**config.mk**
```make
export PLATFORM = sky130hd
export DESIGN_NAME = intr_entry_seq
export DESIGN_NICKNAME = d
export VERILOG_FILES = /design/src/rtl/intr_entry_seq.sv
export SDC_FILE = /design/constraint.sdc
export NUM_CORES = 1
export LEC_CHECK = 0
export ABC_AREA = 1
export CAP_MARGIN = 10
export CELL_PAD_IN_SITES_DETAIL_PLACEMENT = 1
export CELL_PAD_IN_SITES_GLOBAL_PLACEMENT = 2
export CORE_MARGIN = 2
export CORE_UTILIZATION = 19
export DETAILED_ROUTE_END_ITERATION = 10
export PLACE_DENSITY = 0.79
export SETUP_SLACK_MARGIN = 0.3
export SKIP_CTS_REPAIR_TIMING = 1
export SKIP_LAST_GASP = 1
export SYNTH_ARGS = -nofsm -noshare
export SYNTH_HDL_FRONTEND = slang
export SYNTH_SLANG_ARGS = --single-unit
```
**constraint.sdc**
```tcl
create_clock -name clk -period 1.6 [get_ports clk]
set_input_delay 0.4 -clock clk [delete_from_list [all_inputs] [get_ports clk]]
set_output_delay 0.4 -clock clk [all_outputs]
set_load 0.02 [all_outputs]
```
**src/rtl/intr_entry_seq.sv**
```systemverilog
module intr_entry_seq #(
  parameter int NDEV = 8,
  parameter int AW = 16,
  parameter int NW = 8,
  parameter logic [AW-1:0] HANDLER = 16'h0100,
  localparam int DW = (NDEV > 1) ? $clog2(NDEV) : 1
) (
  input  logic            clk,
  input  logic            rst_n,
  input  logic [NDEV-1:0] dev_req,
  input  logic            clr_en,
  input  logic [NDEV-1:0] clr_mask,
  input  logic            err_req,
  input  logic            ext_req,
  input  logic            trap_req,
  input  logic [NW-1:0]   trap_num,
  input  logic            exec_done,
  input  logic            rti,
  input  logic [AW-1:0]   next_pc,
  output logic            pc_load,
  output logic [AW-1:0]   pc_target,
  output logic            priv,
  output logic            ie,
  output logic            prot_en,
  output logic [1:0]      cause,
  output logic [DW-1:0]   dev_code,
  output logic [NW-1:0]   svc_num,
  output logic [AW-1:0]   epc,
  output logic [NDEV-1:0] pending
);
  localparam logic [1:0] C_IO = 2'd0, C_ERR = 2'd1, C_SVC = 2'd2, C_EXT = 2'd3;

  logic          ret, take;
  logic [DW-1:0] low_idx;
  logic [1:0]    next_cause;

  always_comb begin
    low_idx = '0;
    for (int i = NDEV - 1; i >= 0; i--)
      if (pending[i]) low_idx = DW'(i);
  end

  assign ret  = exec_done & rti;
  assign take = exec_done & ~rti &
                (err_req | trap_req | (ie & (ext_req | (|pending))));
  assign pc_load   = take | ret;
  assign pc_target = ret ? epc : HANDLER;

  assign next_cause = err_req  ? C_ERR :
                      trap_req ? C_SVC :
                      ext_req  ? C_EXT : C_IO;

  always_ff @(posedge clk) begin
    if (!rst_n) begin
      pending <= '0;
    end else begin
      pending <= (pending & ~((clr_en & priv) ? clr_mask : '0)) | dev_req;
    end
  end

  always_ff @(posedge clk) begin
    if (!rst_n) begin
      priv     <= 1'b1;
      ie       <= 1'b0;
      prot_en  <= 1'b0;
      cause    <= C_IO;
      dev_code <= '0;
      svc_num  <= '0;
      epc      <= '0;
    end else if (ret) begin
      priv    <= 1'b0;
      ie      <= 1'b1;
      prot_en <= 1'b1;
    end else if (take) begin
      priv    <= 1'b1;
      ie      <= 1'b0;
      prot_en <= 1'b0;
      cause   <= next_cause;
      epc     <= next_pc;
      if (next_cause == C_IO) dev_code <= low_idx;
      if (next_cause == C_SVC) svc_num <= trap_num;
    end
  end
endmodule

```
* Word level (Yosys, flattened, before mapping)
Index checks and enable logic that the tools add are counted.
** Storage, ports and cells
- Output and inout bits :: 57
- Register bits :: 39
- Bits of input ports :: 48
- Logic and storage cells :: 45
** Operators by class
- Equal/unequal tests :: 1
- Multiplexer cells :: 17
- Reduce and logical (&&, ||, !) cells :: 6
- Bitwise logic cells :: 14
** Operators by type and width (number)
- $mux 3 :: 8
- $mux 16 :: 1
- $and 8x8->8 :: 1
- $mux 8 :: 1
- $not 8->8 :: 1
- $or 8x8->8 :: 1
- $reduce_or 8->1 :: 1
- $mux 2 :: 3
- $reduce_and 3->1 :: 2
- $and 1x1->1 :: 5
- $mux 1 :: 4
- $or 1x1->1 :: 4
- $eq 2x2->1 const B :: 1
- $logic_not 2->1 :: 1
- $not 1->1 :: 2
- $reduce_and 2->1 :: 1
- $reduce_bool 2->1 :: 1

* Depth between registers and ports, before layout
Gate-level depths: netlist of run 1.
- Word-level depth :: 8
- Mapped depth :: 9
- Depth with buffers taken out :: 9

* Least setup slack after synthesis of run 1
OpenSTA, ideal clock, no wires.
- Path kind :: reg-to-output
- From :: reg pending[4]
- To :: out pc_load
- Stages on the path, launching flop included :: 8
- Path slack :: 45 ps
- Buffers on the path :: 1
- Required time :: 1200 ps
- Arrival time :: 1155 ps
- Cells stage by stage :: dfxtp_1 > nor2_1 > nand2_1 > nor2_4 > nand2_4 > nand2_8 > buf_6 > nand2_1
** On the way
- Cells in the longest elaborated chain, start to end :: 6
** RTL lines
- start, declared :: line 29 : output logic [NDEV-1:0] pending
- start signal, assigned :: line 57 : pending <= (pending & ~((clr_en & priv) ? clr_mask : '0)) | dev_req;
- $reduce_or 8->1 :: line 45 : (err_req | trap_req | (ie & (ext_req | (|pending))));
- $or 1x1->1 :: line 45
- $and 1x1->1 :: line 45
- $or 1x1->1 :: line 45
- $and 1x1->1 :: line 44 : assign take = exec_done & ~rti &
- $or 1x1->1 :: line 46 : assign pc_load = take | ret;
- end, declared :: line 20 : output logic pc_load,
No other way between the ends.

* Worst setup path after layout of run 1
- From :: reg pending[7]
- To :: out pc_load
Same word-level chain as after synthesis.

==> flow_results.xml, run 1 <==
<?xml version="1.0" encoding="UTF-8"?>
<metrics>
  <group name="global_route">
    <metric name="grt_antenna_before_repair" unit="">0</metric>
    <metric name="first_global_vias" unit="">2119</metric>
    <metric name="grt_usage" unit="%">11.6</metric>
    <metric name="grt_overflow_total" unit="">0</metric>
    <metric name="grt_max_degree" unit="">21</metric>
    <metric name="grt_pass1_wl" unit="um">10300</metric>
  </group>
  <group name="synthesis">
    <metric name="synthesis.yosys.warnings" unit="">0</metric>
    <metric name="synthesis.instances" unit="">261</metric>
    <metric name="post_synth_num_cell_types" unit="">29</metric>
    <metric name="yosysSeqAreaShare" unit="%">41.1</metric>
    <metric name="synthesis.nets" unit="">309</metric>
    <metric name="synth.top_cell.area_share" unit="%">41.1</metric>
    <metric name="synth_area" unit="um2">1900</metric>
    <metric name="ffs_latches_synth" unit="">39</metric>
    <metric name="synthTopCellsByArea" unit="">dfxtp_1 (41%), nor2_1 (13%), nor2_2 (7.3%)</metric>
    <metric name="post_synth.cell_area_avg" unit="um2">7.27</metric>
    <metric name="post-synth-top-area-cell" unit="">dfxtp_1</metric>
  </group>
  <group name="pwr">
    <metric name="power_report.internal_total" unit="uW">1890</metric>
    <metric name="power_leakage" unit="uW">0.00167</metric>
    <metric name="cellPowerDensity" unit="nW/um2">718</metric>
    <metric name="power.switching_fraction" unit="%">29.9</metric>
    <metric name="seqPwrFrac" unit="%">40.2</metric>
    <metric name="clockPowerShare" unit="%">31.5</metric>
    <metric name="power.share.combinational" unit="%">28.3</metric>
    <metric name="ir_worst_vdd" unit="mV">0.278</metric>
    <metric name="totalPowerFinal" unit="uW">2690</metric>
    <metric name="power_switching" unit="uW">803</metric>
  </group>
  <group name="detailed_routing">
    <metric name="drt_pass1_iterations" unit="">4</metric>
    <metric name="vias" unit="">2122</metric>
    <metric name="detail_route.wirelength" unit="um">6910</metric>
    <metric name="dr.first_iter.drc_count" unit="">24</metric>
    <metric name="drtAntennaViolNets" unit="">0</metric>
    <metric name="via_per_inst" unit="">3.92</metric>
    <metric name="wl_per_cell" unit="um">12.8</metric>
    <metric name="drc" unit="">0</metric>
  </group>
  <group name="finish">
    <metric name="layout.cells.most_common" unit="">nor2_1</metric>
    <metric name="syn2layout_area_growth" unit="%">97.4</metric>
    <metric name="final_net_count" unit="">455</metric>
    <metric name="layout.cells.most_common_list" unit="">nor2_1 (43), clkdlybuf4s50_1 (42), buf_6 (35), buf_4 (35), nor2_2 (26)</metric>
    <metric name="fillerInstances" unit="">1204</metric>
    <metric name="n_antenna_cell" unit="">0</metric>
    <metric name="final_layout_size_suffix_gt1_share" unit="%">58.1</metric>
  </group>
  <group name="placement">
    <metric name="gp_routability_congestion" unit="">0.693</metric>
    <metric name="place.detailed.hpwl" unit="um">4810</metric>
    <metric name="portBuffers" unit="">104</metric>
  </group>
  <group name="worst_setup_path">
    <metric name="worst-path-buf-inv" unit="">1</metric>
    <metric name="critical-path-slowest-cell" unit="">dfxtp_2</metric>
    <metric name="worst_setup_path_end_kind" unit="">output port</metric>
    <metric name="critPathLaunchType" unit="">flip-flop</metric>
    <metric name="cp_cell_sequence" unit="">nor2_4, nand2_2, nor2_4, nand2_4, nand2_8, nand2_4, buf_6</metric>
    <metric name="crit-reg2reg-launch" unit="">pending[6]</metric>
    <metric name="critical_path_class" unit="">reg -&gt; out</metric>
    <metric name="cp-startpoint" unit="">pending[7]</metric>
    <metric name="critical_path.max_fanout" unit="">3</metric>
    <metric name="timing.critical_path.slowest_cell_delay" unit="ns">0.34</metric>
    <metric name="critPathTopFamily" unit="">simple AND/OR/NAND/NOR gates</metric>
    <metric name="required_time_of_the_critical_path" unit="ns">1.20</metric>
    <metric name="worst-endpoint-arrival" unit="ns">1.25</metric>
  </group>
  <group name="run">
    <metric name="max_cap_viol_count" unit="">0</metric>
  </group>
  <group name="clocking">
    <metric name="worst_setup_hold_path_clk_slew" unit="ns">0.08</metric>
    <metric name="clk_latency" unit="ns">0.30</metric>
    <metric name="ctsRootBufferMaster" unit="">clkbuf_8</metric>
    <metric name="tritoncts" unit="">built</metric>
    <metric name="cts-buffers-inserted" unit="">5</metric>
    <metric name="cts_max_level" unit="">2</metric>
    <metric name="clock_path_buffers" unit="">2</metric>
    <metric name="clock-sinks" unit="">39</metric>
  </group>
  <group name="timing">
    <metric name="grt_setup_unrepaired" unit="">yes</metric>
    <metric name="fin_skew" unit="ns">0.00920</metric>
    <metric name="final_setup_violation_count" unit="">1</metric>
    <metric name="ratio_of_final_minimum_period_to_clock_period" unit="%">103</metric>
    <metric name="achievable-frequency" unit="GHz">0.604</metric>
    <metric name="timing.final.crit_period" unit="ns">1.65</metric>
    <metric name="finalWorstSetupSlack" unit="ns">-0.0546</metric>
    <metric name="final.setup.tns" unit="ns">-0.0546</metric>
    <metric name="worst_slew_margin_rel" unit="%">80.0</metric>
    <metric name="finalHoldViolCount" unit="">0</metric>
    <metric name="timing.final.max_slew_violations" unit="">0</metric>
    <metric name="worst-slew-pin-transition" unit="ns">0.299</metric>
  </group>
  <group name="die">
    <metric name="dieHeight" unit="um">104</metric>
    <metric name="die_outline_width" unit="um">104</metric>
    <metric name="floorplan.initialDensity" unit="%">19.5</metric>
    <metric name="core_ar" unit="um2">9730</metric>
    <metric name="pin_count" unit="">105</metric>
    <metric name="dieArea" unit="um2">10800</metric>
    <metric name="placement_rows" unit="">36</metric>
  </group>
  <group name="status">
    <metric name="failed_checks" unit="">setup timing</metric>
    <metric name="outcome" unit="">finished, violations left</metric>
  </group>
  <group name="worst_hold_path">
    <metric name="worst_hold_startpoint" unit="">epc[7]</metric>
    <metric name="holdCritPathClass" unit="">reg -&gt; reg</metric>
  </group>
</metrics>
==> final timing paths <==
| kind | to | slack, ns | depth (start not counted) |
|---|---|---|---|
| setup / recovery | pc_load | -0.05 | 7 |
| hold / removal | epc[7] | 0.49 | 2 |
| setup reg to reg | svc_num[7] | 0.17 | 10 |
| hold reg to reg | epc[7] | 0.49 | 2 |
==> final cells by class <==
| class | count | area, um2 | share of cell area (%) |
|---|---|---|---|
| timing repair buffer | 149 | 1390 | 37.1 |
| tap | 133 | 166 | 4.44 |
| clock inverter | 3 | 43.8 | 1.17 |
| sequential | 39 | 816 | 21.8 |
| multi-input combinational | 174 | 1090 | 29.2 |
| clock buffer | 5 | 68.8 | 1.84 |
| inverter | 38 | 166 | 4.44 |
==> metrics by stage <==
stage                     std cells  worst slack [ns]  utilization, %  area, um2  hold WS (ns)
after global placement          516            -0.791            33.7       3280         0.478
after floorplan                 261             0.131               -       1960         0.517
after CTS                       524            -0.858            34.9       3400         0.510
after global routing            541            -0.111            38.5       3750         0.526
final                           541           -0.0546            38.5       3750         0.492
after detailed placement        516            -0.856            33.7       3280         0.489
==> tightest hold or removal path: cells and delay by family, from the launching register on <==
family	cells	cell delay [ns]
flip-flops	1	0.34
AND/OR/NAND/NOR	2	0.12
==> metal layers <==
layer	vias to the layer above	routed length [um]	track usage, %	share of wire [%]
li1	1077	-	-	-
met1	972	2890	13.2	42
met2	67	3560	21.1	51
met3	6	424	4.20	6.1
met4	0	40	2.03	0.58
met5	-	0	0	0
==> synth_stat cells (all sizes together) <==
cell type  instances
clkinv             2
a21oi             11
o21bai             1
dfxtp             39
inv               36
or2                1
nor2              88
o21ai             19
clkbuf             3
nand2             42
nor3               1
buf                8
nand3              9
o31ai              1
==> state kept, by name (all words and copies together), names as in the netlist <==
register  count
priv          1
epc          16
cause         2
svc_num       8
prot_en       1
dev_code      3
pending       8
==> power groups by stage <==
| stage | clock network, uW | registers (uW) | logic (uW) |
|---|---|---|---|
| after floorplan | 0 | 1160 | 247 |
| after global placement | 0 | 1090 | 661 |
| after detailed placement | 0 | 1090 | 672 |
| after CTS | 887 | 1070 | 675 |
| after global routing | 943 | 1090 | 826 |
| final | 847 | 1080 | 763 |
==> cell families (layout without fill, tap and decap cells) <==
| kind of cell | after synthesis | count (layout) | share of synthesized area [%] |
|---|---|---|---|
| flip-flops | 39 | 39 | 41.1 |
| buffers and inverters | 49 | 195 | 13.4 |
| AND/OR/NAND/NOR | 141 | 142 | 34.9 |
| AO/OA/AOI/OAI | 32 | 32 | 10.5 |
Power figures use the tool's default switching activity.
==> run 2: changes to the inputs <==
--- a/config.mk
+++ b/config.mk
@@ -12,7 +12,9 @@
 export CORE_MARGIN = 2
 export CORE_UTILIZATION = 19
 export DETAILED_ROUTE_END_ITERATION = 10
+export HOLD_SLACK_MARGIN = 0.15
 export PLACE_DENSITY = 0.79
+export RECOVER_POWER = 100
 export SETUP_SLACK_MARGIN = 0.3
 export SKIP_CTS_REPAIR_TIMING = 1
 export SKIP_LAST_GASP = 1
==> run 2 against run 1 <==
  * The run still ends with setup timing left
  * Non-clock buffer count unchanged
  * Critical path depth did not move
  * First-iteration DRC count down 13%
==> flow_results.xml, run 2 (same netlist as run 1, synthesis figures left out) <==
<?xml version="1.0" encoding="UTF-8"?>
<metrics>
  <group name="timing">
    <metric name="fin_skew" unit="ns">0.00920</metric>
    <metric name="grt_setup_unrepaired" unit="">yes</metric>
    <metric name="finalHoldViolCount" unit="">0</metric>
    <metric name="worst-slew-pin-transition" unit="ns">0.441</metric>
    <metric name="timing.final.max_slew_violations" unit="">0</metric>
    <metric name="final_setup_violation_count" unit="">1</metric>
    <metric name="achievable-frequency" unit="GHz">0.604</metric>
    <metric name="worst_slew_margin_rel" unit="%">70.6</metric>
    <metric name="finalWorstSetupSlack" unit="ns">-0.0546</metric>
    <metric name="timing.final.crit_period" unit="ns">1.65</metric>
    <metric name="ratio_of_final_minimum_period_to_clock_period" unit="%">103</metric>
  </group>
  <group name="placement">
    <metric name="placedInstanceArea" unit="um2">3280</metric>
    <metric name="gp_routability_congestion" unit="">0.693</metric>
    <metric name="place.detailed.hpwl" unit="um">4810</metric>
    <metric name="portBuffers" unit="">104</metric>
  </group>
  <group name="finish">
    <metric name="finish.instance_area" unit="um2">3730</metric>
    <metric name="largestRegisters" unit="">epc (16), pending (8), svc_num (8)</metric>
    <metric name="layout.cells.most_common_list" unit="">nor2_1 (43), clkdlybuf4s50_1 (41), buf_4 (35), buf_6 (34), nor2_2 (26)</metric>
    <metric name="layout.cells.most_common" unit="">nor2_1</metric>
    <metric name="final_net_count" unit="">455</metric>
    <metric name="syn2layout_area_growth" unit="%">96.8</metric>
    <metric name="n_antenna_cell" unit="">0</metric>
    <metric name="top_register" unit="">epc</metric>
    <metric name="largest_reg_flops" unit="">16</metric>
    <metric name="final_layout_size_suffix_gt1_share" unit="%">57.1</metric>
  </group>
  <group name="global_route">
    <metric name="grt_usage" unit="%">11.6</metric>
    <metric name="grt_pass1_wl" unit="um">10300</metric>
    <metric name="grt_overflow_total" unit="">0</metric>
    <metric name="grt_antenna_before_repair" unit="">0</metric>
    <metric name="first_global_vias" unit="">2119</metric>
    <metric name="grt_max_degree" unit="">21</metric>
  </group>
  <group name="detailed_routing">
    <metric name="vias" unit="">2120</metric>
    <metric name="drc" unit="">0</metric>
    <metric name="via_per_inst" unit="">3.92</metric>
    <metric name="dr.first_iter.drc_count" unit="">21</metric>
    <metric name="detail_route.wirelength" unit="um">6920</metric>
    <metric name="drt_pass1_iterations" unit="">4</metric>
    <metric name="wl_per_cell" unit="um">12.8</metric>
    <metric name="drtAntennaViolNets" unit="">0</metric>
  </group>
  <group name="pwr">
    <metric name="totalPowerFinal" unit="uW">2690</metric>
    <metric name="ir_worst_vdd" unit="mV">0.278</metric>
    <metric name="cellPowerDensity" unit="nW/um2">719</metric>
    <metric name="power_leakage" unit="uW">0.00166</metric>
  </group>
  <group name="clocking">
    <metric name="clock-sinks" unit="">39</metric>
    <metric name="tritoncts" unit="">built</metric>
    <metric name="ctsRootBufferMaster" unit="">clkbuf_8</metric>
    <metric name="clock_path_buffers" unit="">2</metric>
    <metric name="cts-buffers-inserted" unit="">5</metric>
    <metric name="cts_max_level" unit="">2</metric>
    <metric name="clk_latency" unit="ns">0.30</metric>
    <metric name="worst_setup_hold_path_clk_slew" unit="ns">0.08</metric>
  </group>
  <group name="worst_setup_path">
    <metric name="required_time_of_the_critical_path" unit="ns">1.20</metric>
    <metric name="critical-path-slowest-cell" unit="">dfxtp_2</metric>
    <metric name="critPathLaunchType" unit="">flip-flop</metric>
    <metric name="critical_path_class" unit="">reg -&gt; out</metric>
    <metric name="critical_path.max_fanout" unit="">3</metric>
    <metric name="timing.critical_path.slowest_cell_delay" unit="ns">0.34</metric>
    <metric name="worst-endpoint-arrival" unit="ns">1.25</metric>
    <metric name="worst_setup_path_end_kind" unit="">output port</metric>
    <metric name="cp_cell_sequence" unit="">nor2_4, nand2_2, nor2_4, nand2_4, nand2_8, nand2_4, buf_6</metric>
  </group>
  <group name="die">
    <metric name="floorplan.initialDensity" unit="%">19.5</metric>
    <metric name="dieArea" unit="um2">10800</metric>
    <metric name="pin_count" unit="">105</metric>
    <metric name="die_outline_width" unit="um">104</metric>
    <metric name="core_ar" unit="um2">9730</metric>
    <metric name="placement_rows" unit="">36</metric>
    <metric name="dieHeight" unit="um">104</metric>
  </group>
  <group name="status">
    <metric name="outcome" unit="">finished, violations left</metric>
    <metric name="failed_checks" unit="">setup timing</metric>
  </group>
  <group name="run">
    <metric name="max_cap_viol_count" unit="">0</metric>
  </group>
  <group name="worst_hold_path">
    <metric name="holdCritPathClass" unit="">reg -&gt; reg</metric>
  </group>
</metrics>
==> run 2: final timing paths <==
check / start / to / slack (ns) / cells past startpoint
max reg2reg: pending[7] / epc[10] / 0.06 / 9
max: pending[7] / pc_load / -0.05 / 7
min: epc[7] / epc[7] / 0.49 / 2
min reg2reg: epc[7] / epc[7] / 0.49 / 2
==> run 2: cell type report <==
class	instances	area, um2
Fill cell	1208	5990
Sequential cell	39	816
Timing Repair Buffer	149	1380
Clock inverter	3	43.8
Clock buffer	5	68.8
Tap cell	133	166
Inverter	38	166
Multi-Input combinational cell	174	1090
==> run 2: worst max-delay path: cells and delay by family (launching register included) <==
family	cells	cell delay, ns
buffers and inverters	1	0.12
AND/OR/NAND/NOR	6	0.49
flip-flops	1	0.34
==> run 2: power breakdown <==
part / internal (uW) / switching (uW)
logic: 385 / 374
clock network: 465 / 382
registers: 1030 / 46.9
==> run 2: stage by stage <==
| step | utilization (%) | worst slack, ns | setup TNS [ns] | std cells | hold WS, ns |
|---|---|---|---|---|---|
| after floorplan | - | 0.131 | 0 | 261 | 0.517 |
| after global placement | 33.7 | -0.791 | -24.59 | 516 | 0.478 |
| after detailed placement | 33.7 | -0.856 | -25.94 | 516 | 0.489 |
| after CTS | 34.9 | -0.858 | -20.69 | 524 | 0.510 |
| after global routing | 38.4 | -0.111 | -0.128 | 541 | 0.526 |
| final | 38.4 | -0.0546 | -0.0546 | 541 | 0.492 |
==> run 2: metal layers <==
| metal | wire (um) | vias to the layer above | global-route usage, % | share of wire [%] |
|---|---|---|---|---|
| met5 | 0 | - | 0 | 0 |
| met4 | 40 | 0 | 2.03 | 0.58 |
| met3 | 424 | 6 | 4.20 | 6.1 |
| met2 | 3560 | 67 | 21.1 | 51 |
| met1 | 2900 | 971 | 13.2 | 42 |
| li1 | - | 1076 | - | - |
==> run 3: changes to the inputs <==
--- a/config.mk
+++ b/config.mk
@@ -11,6 +11,7 @@
 export CELL_PAD_IN_SITES_GLOBAL_PLACEMENT = 2
 export CORE_MARGIN = 2
 export CORE_UTILIZATION = 19
+export CTS_CLUSTER_DIAMETER = 200
 export DETAILED_ROUTE_END_ITERATION = 10
 export HOLD_SLACK_MARGIN = 0.15
 export PLACE_DENSITY = 0.79
==> results of run 3 <==
No change in the layout: final DEF, timing and power equal those of run 2.
